<file path="config.mk">
export PLATFORM = sky130hd
export DESIGN_NAME = tagmem_ctrl
export DESIGN_NICKNAME = d
export VERILOG_FILES = /design/src/rtl/tagmem_pkg.sv /design/src/rtl/tagmem_decode.sv /design/src/rtl/tagmem_bank.sv /design/src/rtl/tagmem_ext.sv /design/src/rtl/tagmem_rmux.sv /design/src/rtl/tagmem_ctrl.sv
export SDC_FILE = /design/constraint.sdc
export NUM_CORES = 1
export LEC_CHECK = 0
export ABC_AREA = 1
export CORE_UTILIZATION = 50
export DETAILED_ROUTE_END_ITERATION = 8
export DONT_BUFFER_PORTS = 1
export HOLD_SLACK_MARGIN = 0.1
export PLACE_DENSITY = 0.68
export RECOVER_POWER = 100
export SETUP_SLACK_MARGIN = 0.05
export SKIP_CTS_REPAIR_TIMING = 1
export SYNTH_ARGS = -nofsm -noshare
export SYNTH_HDL_FRONTEND = slang
export SYNTH_SLANG_ARGS = --single-unit
</file>
<file path="constraint.sdc">
create_clock -name clk -period 2.9 [get_ports clk]
set_input_delay 0 -clock clk [delete_from_list [all_inputs] [get_ports clk]]
set_output_delay 0 -clock clk [all_outputs]
set_load 0.02 [all_outputs]
</file>
<file path="src/rtl/tagmem_pkg.sv">
package tagmem_pkg;

  // classification of one decoded pointer
  typedef enum logic [1:0] {
    ACC_NULL = 2'd0,
    ACC_EXT  = 2'd1,
    ACC_BANK = 2'd2,
    ACC_MISS = 2'd3
  } acc_kind_e;

  // external transfer progress
  typedef enum logic [1:0] {
    XS_IDLE = 2'd0,
    XS_REQ  = 2'd1,
    XS_WAIT = 2'd2
  } ext_state_e;

  function automatic int addr_bits(input int depth);
    return (depth > 1) ? $clog2(depth) : 1;
  endfunction

endpackage

</file>
<file path="src/rtl/tagmem_decode.sv">
module tagmem_decode
  import tagmem_pkg::*;
#(
  parameter int TAG_W      = 9,
  parameter int IDX_W      = 23,
  parameter int NUM_BANKS  = 3,
  parameter int BANK_DEPTH [NUM_BANKS] = '{16, 8, 32}
) (
  input  logic [TAG_W+IDX_W-1:0] addr,
  output logic [TAG_W-1:0]       tag,
  output logic [IDX_W-1:0]       idx,
  output logic [NUM_BANKS-1:0]   bank_hit,
  output acc_kind_e              kind
);

  localparam int FIRST_BANK_TAG = 2;

  logic [NUM_BANKS-1:0] in_range;

  assign tag = addr[TAG_W+IDX_W-1:IDX_W];
  assign idx = addr[IDX_W-1:0];

  for (genvar b = 0; b < NUM_BANKS; b++) begin : g_hit
    assign bank_hit[b] = (tag == TAG_W'(b + FIRST_BANK_TAG));
    assign in_range[b] = (idx < IDX_W'(BANK_DEPTH[b]));
  end

  always_comb begin
    if (tag == '0) begin
      kind = ACC_NULL;
    end else if (tag == TAG_W'(1)) begin
      kind = ACC_EXT;
    end else if ((bank_hit & in_range) != '0) begin
      kind = ACC_BANK;
    end else begin
      kind = ACC_MISS;
    end
  end

endmodule

</file>
<file path="src/rtl/tagmem_bank.sv">
module tagmem_bank
  import tagmem_pkg::*;
#(
  parameter int WIDTH = 32,
  parameter int DEPTH = 16,
  localparam int AW   = addr_bits(DEPTH)
) (
  input  logic             clk,
  input  logic             en,
  input  logic             we,
  input  logic [AW-1:0]    addr,
  input  logic [WIDTH-1:0] wdata,
  output logic [WIDTH-1:0] rdata
);

  logic [WIDTH-1:0] mem [DEPTH];

  // read-first single port, registered output
  always_ff @(posedge clk) begin
    if (en) begin
      if (we) begin
        mem[addr] <= wdata;
      end
      rdata <= mem[addr];
    end
  end

endmodule

</file>
<file path="src/rtl/tagmem_ext.sv">
module tagmem_ext
  import tagmem_pkg::*;
#(
  parameter int IDX_W  = 23,
  parameter int DATA_W = 32
) (
  input  logic              clk,
  input  logic              rst,
  input  logic              start,
  input  logic              start_we,
  input  logic [IDX_W-1:0]  start_idx,
  input  logic [DATA_W-1:0] start_wdata,
  output logic              idle,
  output logic              ext_req_valid,
  input  logic              ext_req_ready,
  output logic              ext_req_we,
  output logic [IDX_W-1:0]  ext_req_addr,
  output logic [DATA_W-1:0] ext_req_wdata,
  input  logic              ext_rsp_valid,
  input  logic [DATA_W-1:0] ext_rsp_rdata,
  output logic              rsp_pulse,
  output logic [DATA_W-1:0] rsp_data
);

  ext_state_e state_q;

  always_ff @(posedge clk) begin
    if (rst) begin
      state_q       <= XS_IDLE;
      ext_req_we    <= 1'b0;
      ext_req_addr  <= '0;
      ext_req_wdata <= '0;
      rsp_pulse     <= 1'b0;
      rsp_data      <= '0;
    end else begin
      rsp_pulse <= 1'b0;
      unique case (state_q)
        XS_IDLE: begin
          if (start) begin
            state_q       <= XS_REQ;
            ext_req_we    <= start_we;
            ext_req_addr  <= start_idx;
            ext_req_wdata <= start_wdata;
          end
        end
        XS_REQ: begin
          if (ext_req_ready) begin
            state_q <= ext_req_we ? XS_IDLE : XS_WAIT;
          end
        end
        XS_WAIT: begin
          if (ext_rsp_valid) begin
            state_q   <= XS_IDLE;
            rsp_pulse <= 1'b1;
            rsp_data  <= ext_rsp_rdata;
          end
        end
        default: state_q <= XS_IDLE;
      endcase
    end
  end

  assign idle          = (state_q == XS_IDLE);
  assign ext_req_valid = (state_q == XS_REQ);

endmodule

</file>
<file path="src/rtl/tagmem_rmux.sv">
module tagmem_rmux #(
  parameter int TAG_W     = 9,
  parameter int DATA_W    = 32,
  parameter int NUM_BANKS = 3
) (
  input  logic [TAG_W-1:0]  sel_tag,
  input  logic [DATA_W-1:0] bank_rd [NUM_BANKS],
  input  logic              use_ext,
  input  logic [DATA_W-1:0] ext_rd,
  output logic [DATA_W-1:0] rdata
);

  always_comb begin
    rdata = '0;
    if (use_ext) begin
      rdata = ext_rd;
    end else begin
      for (int b = 0; b < NUM_BANKS; b++) begin
        if (sel_tag == TAG_W'(b + 2)) begin
          rdata = bank_rd[b];
        end
      end
    end
  end

endmodule

</file>
<file path="src/rtl/tagmem_ctrl.sv">
module tagmem_ctrl
  import tagmem_pkg::*;
#(
  parameter int TAG_W     = 9,
  parameter int IDX_W     = 23,
  parameter int DATA_W    = 32,
  parameter int NUM_BANKS = 3,
  parameter int BANK_DEPTH [NUM_BANKS] = '{16, 8, 32},
  parameter int BANK_WIDTH [NUM_BANKS] = '{32, 16, 8}
) (
  input  logic                   clk,
  input  logic                   rst,
  input  logic                   req_valid,
  output logic                   req_ready,
  input  logic                   req_we,
  input  logic [TAG_W+IDX_W-1:0] req_addr,
  input  logic [DATA_W-1:0]      req_wdata,
  output logic                   rsp_valid,
  output logic [DATA_W-1:0]      rsp_rdata,
  output logic                   null_err,
  output logic                   oor_err,
  output logic                   ext_req_valid,
  input  logic                   ext_req_ready,
  output logic                   ext_req_we,
  output logic [IDX_W-1:0]       ext_req_addr,
  output logic [DATA_W-1:0]      ext_req_wdata,
  input  logic                   ext_rsp_valid,
  input  logic [DATA_W-1:0]      ext_rsp_rdata
);

  logic                 fire;
  logic [TAG_W-1:0]     dec_tag;
  logic [IDX_W-1:0]     dec_idx;
  logic [NUM_BANKS-1:0] dec_hit;
  acc_kind_e            dec_kind;

  logic                 bank_rsp_q;
  logic                 null_q;
  logic                 oor_q;
  logic [TAG_W-1:0]     sel_tag_q;

  logic                 ext_idle;
  logic                 ext_rsp_q;
  logic [DATA_W-1:0]    ext_data_q;
  logic [DATA_W-1:0]    bank_rd [NUM_BANKS];

  assign fire = req_valid && req_ready;

  tagmem_decode #(
    .TAG_W      (TAG_W),
    .IDX_W      (IDX_W),
    .NUM_BANKS  (NUM_BANKS),
    .BANK_DEPTH (BANK_DEPTH)
  ) u_decode (
    .addr     (req_addr),
    .tag      (dec_tag),
    .idx      (dec_idx),
    .bank_hit (dec_hit),
    .kind     (dec_kind)
  );

  for (genvar b = 0; b < NUM_BANKS; b++) begin : g_bank
    localparam int W  = BANK_WIDTH[b];
    localparam int AW = addr_bits(BANK_DEPTH[b]);
    logic          en;
    logic [W-1:0]  rd;

    assign en = fire && (dec_kind == ACC_BANK) && dec_hit[b];

    tagmem_bank #(
      .WIDTH (W),
      .DEPTH (BANK_DEPTH[b])
    ) u_bank (
      .clk   (clk),
      .en    (en),
      .we    (en && req_we),
      .addr  (dec_idx[AW-1:0]),
      .wdata (req_wdata[W-1:0]),
      .rdata (rd)
    );

    assign bank_rd[b] = DATA_W'(rd);
  end

  always_ff @(posedge clk) begin
    if (rst) begin
      bank_rsp_q <= 1'b0;
      null_q     <= 1'b0;
      oor_q      <= 1'b0;
      sel_tag_q  <= '0;
    end else begin
      bank_rsp_q <= fire && (dec_kind == ACC_BANK) && !req_we;
      null_q     <= fire && (dec_kind == ACC_NULL);
      oor_q      <= fire && (dec_kind == ACC_MISS);
      if (fire && (dec_kind == ACC_BANK)) begin
        sel_tag_q <= dec_tag;
      end
    end
  end

  tagmem_ext #(
    .IDX_W  (IDX_W),
    .DATA_W (DATA_W)
  ) u_ext (
    .clk           (clk),
    .rst           (rst),
    .start         (fire && (dec_kind == ACC_EXT)),
    .start_we      (req_we),
    .start_idx     (dec_idx),
    .start_wdata   (req_wdata),
    .idle          (ext_idle),
    .ext_req_valid (ext_req_valid),
    .ext_req_ready (ext_req_ready),
    .ext_req_we    (ext_req_we),
    .ext_req_addr  (ext_req_addr),
    .ext_req_wdata (ext_req_wdata),
    .ext_rsp_valid (ext_rsp_valid),
    .ext_rsp_rdata (ext_rsp_rdata),
    .rsp_pulse     (ext_rsp_q),
    .rsp_data      (ext_data_q)
  );

  tagmem_rmux #(
    .TAG_W     (TAG_W),
    .DATA_W    (DATA_W),
    .NUM_BANKS (NUM_BANKS)
  ) u_rmux (
    .sel_tag (sel_tag_q),
    .bank_rd (bank_rd),
    .use_ext (ext_rsp_q),
    .ext_rd  (ext_data_q),
    .rdata   (rsp_rdata)
  );

  assign req_ready = ext_idle;
  assign rsp_valid = bank_rsp_q || ext_rsp_q;
  assign null_err  = null_q;
  assign oor_err   = oor_q;

endmodule

</file>
======== Yosys cells after proc, flatten, opt, wreduce, memory -nomap -nowiden ========
Memory sizes are Yosys's and may differ from the RTL's. A register that Yosys moved wholly into a read port is not among the register bits.
Index checks and enable logic that the tools add are counted.
word-level totals
  bits in registers ....................... 103
  RAM bits ................................ 896
  input port bits ......................... 102
  output and inout bits ................... 93
  logic and storage cells ................. 77
  memories ................................ 3
cells by class
  magnitude comparators ................... 3
  equality and inequality tests ........... 15
  muxes and demuxes ....................... 22
  bitwise logic cells ..................... 2
  reductions and logical operators ........ 22
memories
  name                  depth  bits a word  rd ports  clocked after Yosys merged registers in  wr ports  RTL line           source
  g_bank[0].u_bank.mem  16     32           1         1                                        1         tagmem_bank.sv:16  logic [WIDTH-1:0] mem [DEPTH];
  g_bank[2].u_bank.mem  32     8            1         1                                        1         tagmem_bank.sv:16
  g_bank[1].u_bank.mem  8      16           1         1                                        1         tagmem_bank.sv:16
operators by type and width
  cell                                                                           number
  32-bit 2-to-1 mux                                                              4
  9-bit by 2-bit == test with 1-bit output, second input constant                4
  23-bit by 4-bit less-than comparator with 1-bit output, second input constant  1
  23-bit by 5-bit less-than comparator with 1-bit output, second input constant  1
  23-bit by 6-bit less-than comparator with 1-bit output, second input constant  1
  9-bit by 3-bit == test with 1-bit output, second input constant                2
  1-bit logical AND                                                              12
  2-bit 2-to-1 mux                                                               6
  1-bit 2-to-1 mux                                                               11
  9-bit by 1-bit == test with 1-bit output, second input constant                1
  9-bit logical NOT                                                              1
  2-bit == test, second input constant                                           3
  2-bit one-hot mux with 3 select lines                                          1
  2-bit by 1-bit == test with 1-bit output, second input constant                2
  2-bit logical NOT                                                              2
  2-bit by 1-bit inequality test with 1-bit output, second input constant        2
  2-bit AND reduction                                                            2
  3-bit AND                                                                      1
  3-bit AND reduction                                                            1
  3-bit nonzero test                                                             1
  2-bit inequality test, second input constant                                   1
  2-bit OR reduction                                                             1
  1-bit logical NOT                                                              1
  1-bit logical OR                                                               1
  1-bit NOT                                                                      1

======== Logic depth before layout (Yosys ltp) ========
  word-level depth ........................ 13
  depth in mapped cells ................... 11
  mapped depth without buffers ............ 10

======== Hierarchy ========
A second synthesis with hierarchy kept.
second synthesis, totals
  cells, all modules ...................... 4,620
  area, all modules ....................... 45,533.7 sq um
by module, submodules not included
  module                          instances  cells an instance  area an instance (sq um)  seq. area each (sq um)
  tagmem_bank (g_bank[0].u_bank)  1          2,115              22,541.6                  16,335.7
  tagmem_bank (g_bank[2].u_bank)  1          1,065              11,078.1                  7,927.6
  tagmem_bank (g_bank[1].u_bank)  1          514                5,851.9                   4,324.1
  tagmem_ext                      1          403                3,263.1                   1,821.7
  tagmem_rmux                     1          364                1,795.5                   0.0
  tagmem_ctrl                     1          84                 585.6                     240.2
  tagmem_decode                   1          75                 417.9                     0.0

======== Worst setup path after synthesis ========
Ideal clock, no wire load.
  kind .................................... register to register
  start point ............................. register u_ext.state_q[1]
  end point ............................... memory g_bank[0].u_bank.mem[0][0], enable pin
  setup time .............................. 0.421 ns
  arrival ................................. 2.741 ns
  data required time ...................... 2.479 ns
  setup slack ............................. -0.262 ns
  stages on the path, launching flop included .. 9
  buffers on the path ..................... 1
  clock period less this slack ............ 3.162 ns
  cells stage by stage .................... dfxtp_1 > nor2_2 > nand2_2 > clkinv_1 > nand3_1 > nor2_4 > buf_12 > nand4_4 > nor2_1
between the ends
  cells in the longest elaborated chain, start to end .. 8
ends and longest elaborated chain
  element                                     RTL line           source
  from (decl)                                 tagmem_ext.sv:25   ext_state_e state_q;
  from (signal assigned)                      tagmem_ext.sv:48   state_q <= ext_req_we ? XS_IDLE : XS_WAIT;
  2-bit logical NOT (*)                       tagmem_ext.sv:63   assign idle = (state_q == XS_IDLE);
  net req_ready                               tagmem_ctrl.sv:14  output logic req_ready,
  1-bit logical AND (*)                       tagmem_ctrl.sv:47  assign fire = req_valid && req_ready;
  1-bit logical AND (*) (2 in series)         tagmem_ctrl.sv:68  assign en = fire && (dec_kind == ACC_BANK) && dec_hit[b];
  1-bit logical AND                           tagmem_ctrl.sv:76  .we (en && req_we),
  1-bit 2-to-1 mux                            tagmem_bank.sv:21  if (we) begin
  1-bit 2-to-1 mux (*)                        tagmem_bank.sv:20  if (en) begin
  1-bit 2-to-1 mux (not written as such) (*)  tagmem_bank.sv:22  mem[addr] <= wdata;
  to (decl)                                   tagmem_bank.sv:16
The timed path passes the listed nets; every way through them passes the cells marked *.

======== Worst setup path after layout ========
  start point ............................. input req_addr[26]
  end point ............................... memory g_bank[0].u_bank.mem[2][23], enable pin
between the ends
  cells in the longest elaborated chain, start to end .. 13
  elaborated cells between the ends (all ways) .. 17
  those cells by class .................... eq/ne: 5; mux: 6; bitwise: 1; reduce/logical: 5
ends and longest elaborated chain
  element                                                                                               RTL line             source
  from (decl)                                                                                           tagmem_ctrl.sv:16    input logic [TAG_W+IDX_W-1:0] req_addr,
  9-bit by 2-bit == test with 1-bit output or 9-bit by 3-bit == test with 1-bit output (tied branches)  tagmem_decode.sv:24  assign bank_hit[b] = (tag == TAG_W'(b + FIRST_BANK_TAG));
  3-bit AND                                                                                             tagmem_decode.sv:33  end else if ((bank_hit & in_range) != '0) begin
  3-bit nonzero test                                                                                    tagmem_decode.sv:33
  1-bit 2-to-1 mux                                                                                      tagmem_decode.sv:33
  2-bit 2-to-1 mux                                                                                      tagmem_decode.sv:31  end else if (tag == TAG_W'(1)) begin
  2-bit 2-to-1 mux                                                                                      tagmem_decode.sv:29  if (tag == '0) begin
  2-bit == test                                                                                         tagmem_ctrl.sv:68
  1-bit logical AND                                                                                     tagmem_ctrl.sv:68
  1-bit logical AND (*)                                                                                 tagmem_ctrl.sv:68
  1-bit logical AND                                                                                     tagmem_ctrl.sv:76
  1-bit 2-to-1 mux                                                                                      tagmem_bank.sv:21
  1-bit 2-to-1 mux (*)                                                                                  tagmem_bank.sv:20
  1-bit 2-to-1 mux (not written as such) (*)                                                            tagmem_bank.sv:22
Every way passes the cells marked *; elsewhere a longest branch is shown, timed or not.

==> results.json <==
{
  "grt_pass1_vias": 23660,
  "yosys_warnings": 0,
  "vias": 24937,
  "drv_slew": 567,
  "wl_per_cell_um": 25.3,
  "ff2ff_setup_slack_ns": 0.21,
  "die-area_um2": 80500,
  "worst_clock_skew_ns": 0.0547,
  "place_area_um2": 41500,
  "cts_tree": "built",
  "row_count": 102,
  "final-hold-violation-count": 0,
  "insertion_delay_ns": 0.66,
  "wl_um": 104000,
  "cts_num_sinks": 1055,
  "timing.rr.start": "u_ext.state_q[1]",
  "final_cell_area_um2": 46000,
  "boundaryPins": 195,
  "worst_slew_pin_slew_ns": 2.85,
  "ys_async_sr_fraction": 0,
  "synth_fp_nets": 2886,
  "ys.flop_type": "edfxtp_1",
  "h-tree-depth": 3,
  "synthTopCellsByArea": "edfxtp_1, a22oi_1, dfxtp_1, nand2_1, nor2_1",
  "port_buffers": 0,
  "yosys.area.top_type": "edfxtp_1",
  "initial_core_util": 0.509,
  "min_to": "u_ext.ext_req_addr[9]",
  "overflow": 0,
  "top_layer": "met4",
  "violations": "capacitance limit, slew limit",
  "drt_iter0_drc": 3131,
  "dr_wl_met2_um": 48000,
  "arrival_ns": 3.11,
  "min_path_type": "input port to flop",
  "die_x_um": 284,
  "synth_top_area_frac": 0.720,
  "synth-edff-count": 952,
  "start_kind": "input port",
  "r2r_cells": 4,
  "rsz0062_at_grt": "false",
  "ys_ff_latch": 1055,
  "maxCapViolCount": 12,
  "crit_required_ns": 3.21,
  "antenna_found_initial": 0,
  "seq_area_um2": 30600,
  "coreArea_um2": 78000,
  "dp_hpwl_um": 61900,
  "gp_congestion": 0.920,
  "worstHoldPathCells": 3,
  "wl_met1_um": 42200,
  "drc": 0,
  "drive_above_1_share": 0.105,
  "finalCritPeriodShare": 0.968,
  "grtUsageTotal": 0.250,
  "diodes": 0,
  "clk_pin_slew_ns": 0.06,
  "synthCells": 2784,
  "grt_max_degree": 68,
  "multiInputGateArea_um2": 7950,
  "met3WireLength_um": 11800,
  "crit_type": "input port to flop",
  "die_y_um": 284,
  "period_needed_ns": 2.81,
  "path_max_fanout": 20,
  "max-slew-margin-rel": -0.900,
  "min-delay-start": "req_addr[9]",
  "whs_ns": 0.0746,
  "cts_root_buf": "clkbuf_16",
  "syn_area_um2": 39700,
  "cts_max_path_buffers": 3,
  "cts_buffers": 105,
  "peakVddDrop_mv": 0.455,
  "p_per_area_nw_per_um2": 682,
  "areaGrowthSynthToFinish_pct": 16.0,
  "grt_first_pass_wirelength_um": 151000,
  "outcome": "finished with violations",
  "clock.fmax_ghz": 0.356,
  "final_antenna_net_count": 0,
  "fill_cells": 5765,
  "r2r-end": "u_ext.rsp_data[10]",
  "seq_area_frac_synth": 0.772,
  "drt_pass1_iterations": 8,
  "setup_viol": 0,
  "avgSynthCellArea_um2": 14.3,
  "ys_types": 39,
  "viasPerCell": 6.05,
  "cellLeakagePower_nw": 15.7,
  "endpoint_kind": "flop",
  "fin_nets": 3099
}
logic make-up after synthesis:
group,after synthesis,synth area share
flip-flops,1055,0.772
AND/OR/NAND/NOR,854,0.0925
AO/OA/AOI/OAI,620,0.106
buffers and inverters,255,0.0294
power breakdown:
part | total [mW] | switching (mW) | internal, mW
sequential | 16.6 | 0.00313 | 16.6
clock | 13.4 | 5.69 | 7.68
combinational | 1.44 | 1.03 | 0.413
total | 31.4 | 6.73 | 24.7
worst max-delay path, cell delays in order:
cell and delay [ns]:
dlygate4sd3_1 0.58, nor2_2 0.09, dlygate4sd3_1 0.63, nand2_2 0.09, nor2_1 0.10, nand2_1 0.06
nand2_1 0.07, nand3_1 0.14, nor2_4 0.32, nand4_4 0.29, nor2_4 0.19, clkbuf_2 0.52
cells in the mapped netlist, types with 16 or more instances:
cell / count
a22oi_1: 411
o22ai_1: 16
a21oi_1: 56
buf_2: 74
edfxtp_1: 952
nor2_1: 192
inv_1: 79
o21ai_0: 103
nand2_1: 513
clkbuf_1: 62
nand3_1: 63
dfxtp_1: 103
nand4_1: 57
cell type report:
| type | count | share of cell area |
|---|---|---|
| inverters | 88 | 0.00728 |
| clock inverters | 52 | 0.0112 |
| repair buffers | 273 | 0.0519 |
| well taps | 1040 | 0.0283 |
| clock buffers | 143 | 0.0633 |
| multi-input cells | 1474 | 0.173 |
| flip-flops and latches | 1055 | 0.666 |
flip-flops by register name, indices dropped and copies added (netlist names):
register / cells
bank_rsp_q: 1
g_bank.u_bank.mem: 896
g_bank.u_bank.rdata: 56
null_err: 1
oor_err: 1
sel_tag_q: 9
u_ext.ext_req_addr: 23
u_ext.ext_req_wdata: 32
u_ext.ext_req_we: 1
u_ext.rsp_data: 32
u_ext.rsp_pulse: 1
u_ext.state_q: 2
routing by layer:
metal  up-vias  global-route usage
li1      10936                   -
met1     12338               0.357
met2      1497               0.382
met3       166              0.0637
met4         0              0.0686
met5         -                   0
worst max path at each step:
| stage | start | to | slack [ns] | depth (start not counted) |
|---|---|---|---|---|
| 3_5_place_dp | req_addr[14] | g_bank[0].u_bank.mem[15][26] | 0.42 | 10 |
| 6_report | req_addr[26] | g_bank[0].u_bank.mem[2][23] | 0.09 | 12 |
| 3_3_place_gp | req_addr[14] | g_bank[0].u_bank.mem[14][31] | 0.38 | 10 |
| 2_1_floorplan | u_ext.state_q[1] | g_bank[0].u_bank.mem[0][0] | -0.26 | 8 |
| 5_1_grt | req_addr[26] | g_bank[0].u_bank.mem[9][17] | 0.03 | 12 |
| 4_1_cts | sel_tag_q[8] | rsp_rdata[31] | 0.22 | 6 |
layout by cell type (no fill, tap or decap), drive strengths merged:
cell             n
edfxtp         952
nand2          516
a22oi          411
clkbuf         227
nor2           196
dlygate4sd3    130
o21ai          113
dfxtp          103
inv             92
nand3           66
nand4           65
buf             58
a21oi           56
clkinv          39
o22ai           16
a31oi           11
bufinv           7
nor3             6
a211oi           5
a41oi            5
o211ai           2
clkinvlp         2
nor4             2
a21boi           1
or2              1
nand3b           1
and3             1
clkdlybuf4s25    1
per-stage QoR:
| stage | instances | power, mW | setup slack (ns) | TNS, ns | util |
|---|---|---|---|---|---|
| floorplan | 2784 | 17.5 | -0.262 | -134.02 | - |
| global placement | 3783 | 17.9 | 0.379 | 0 | 0.533 |
| detailed placement | 3783 | 17.9 | 0.417 | 0 | 0.533 |
| CTS | 3978 | 31.0 | 0.217 | 0 | 0.577 |
| global route | 4125 | 32.2 | 0.0275 | 0 | 0.591 |
| finish | 4125 | 31.4 | 0.0919 | 0 | 0.591 |
(Power assumes the default switching activity.)
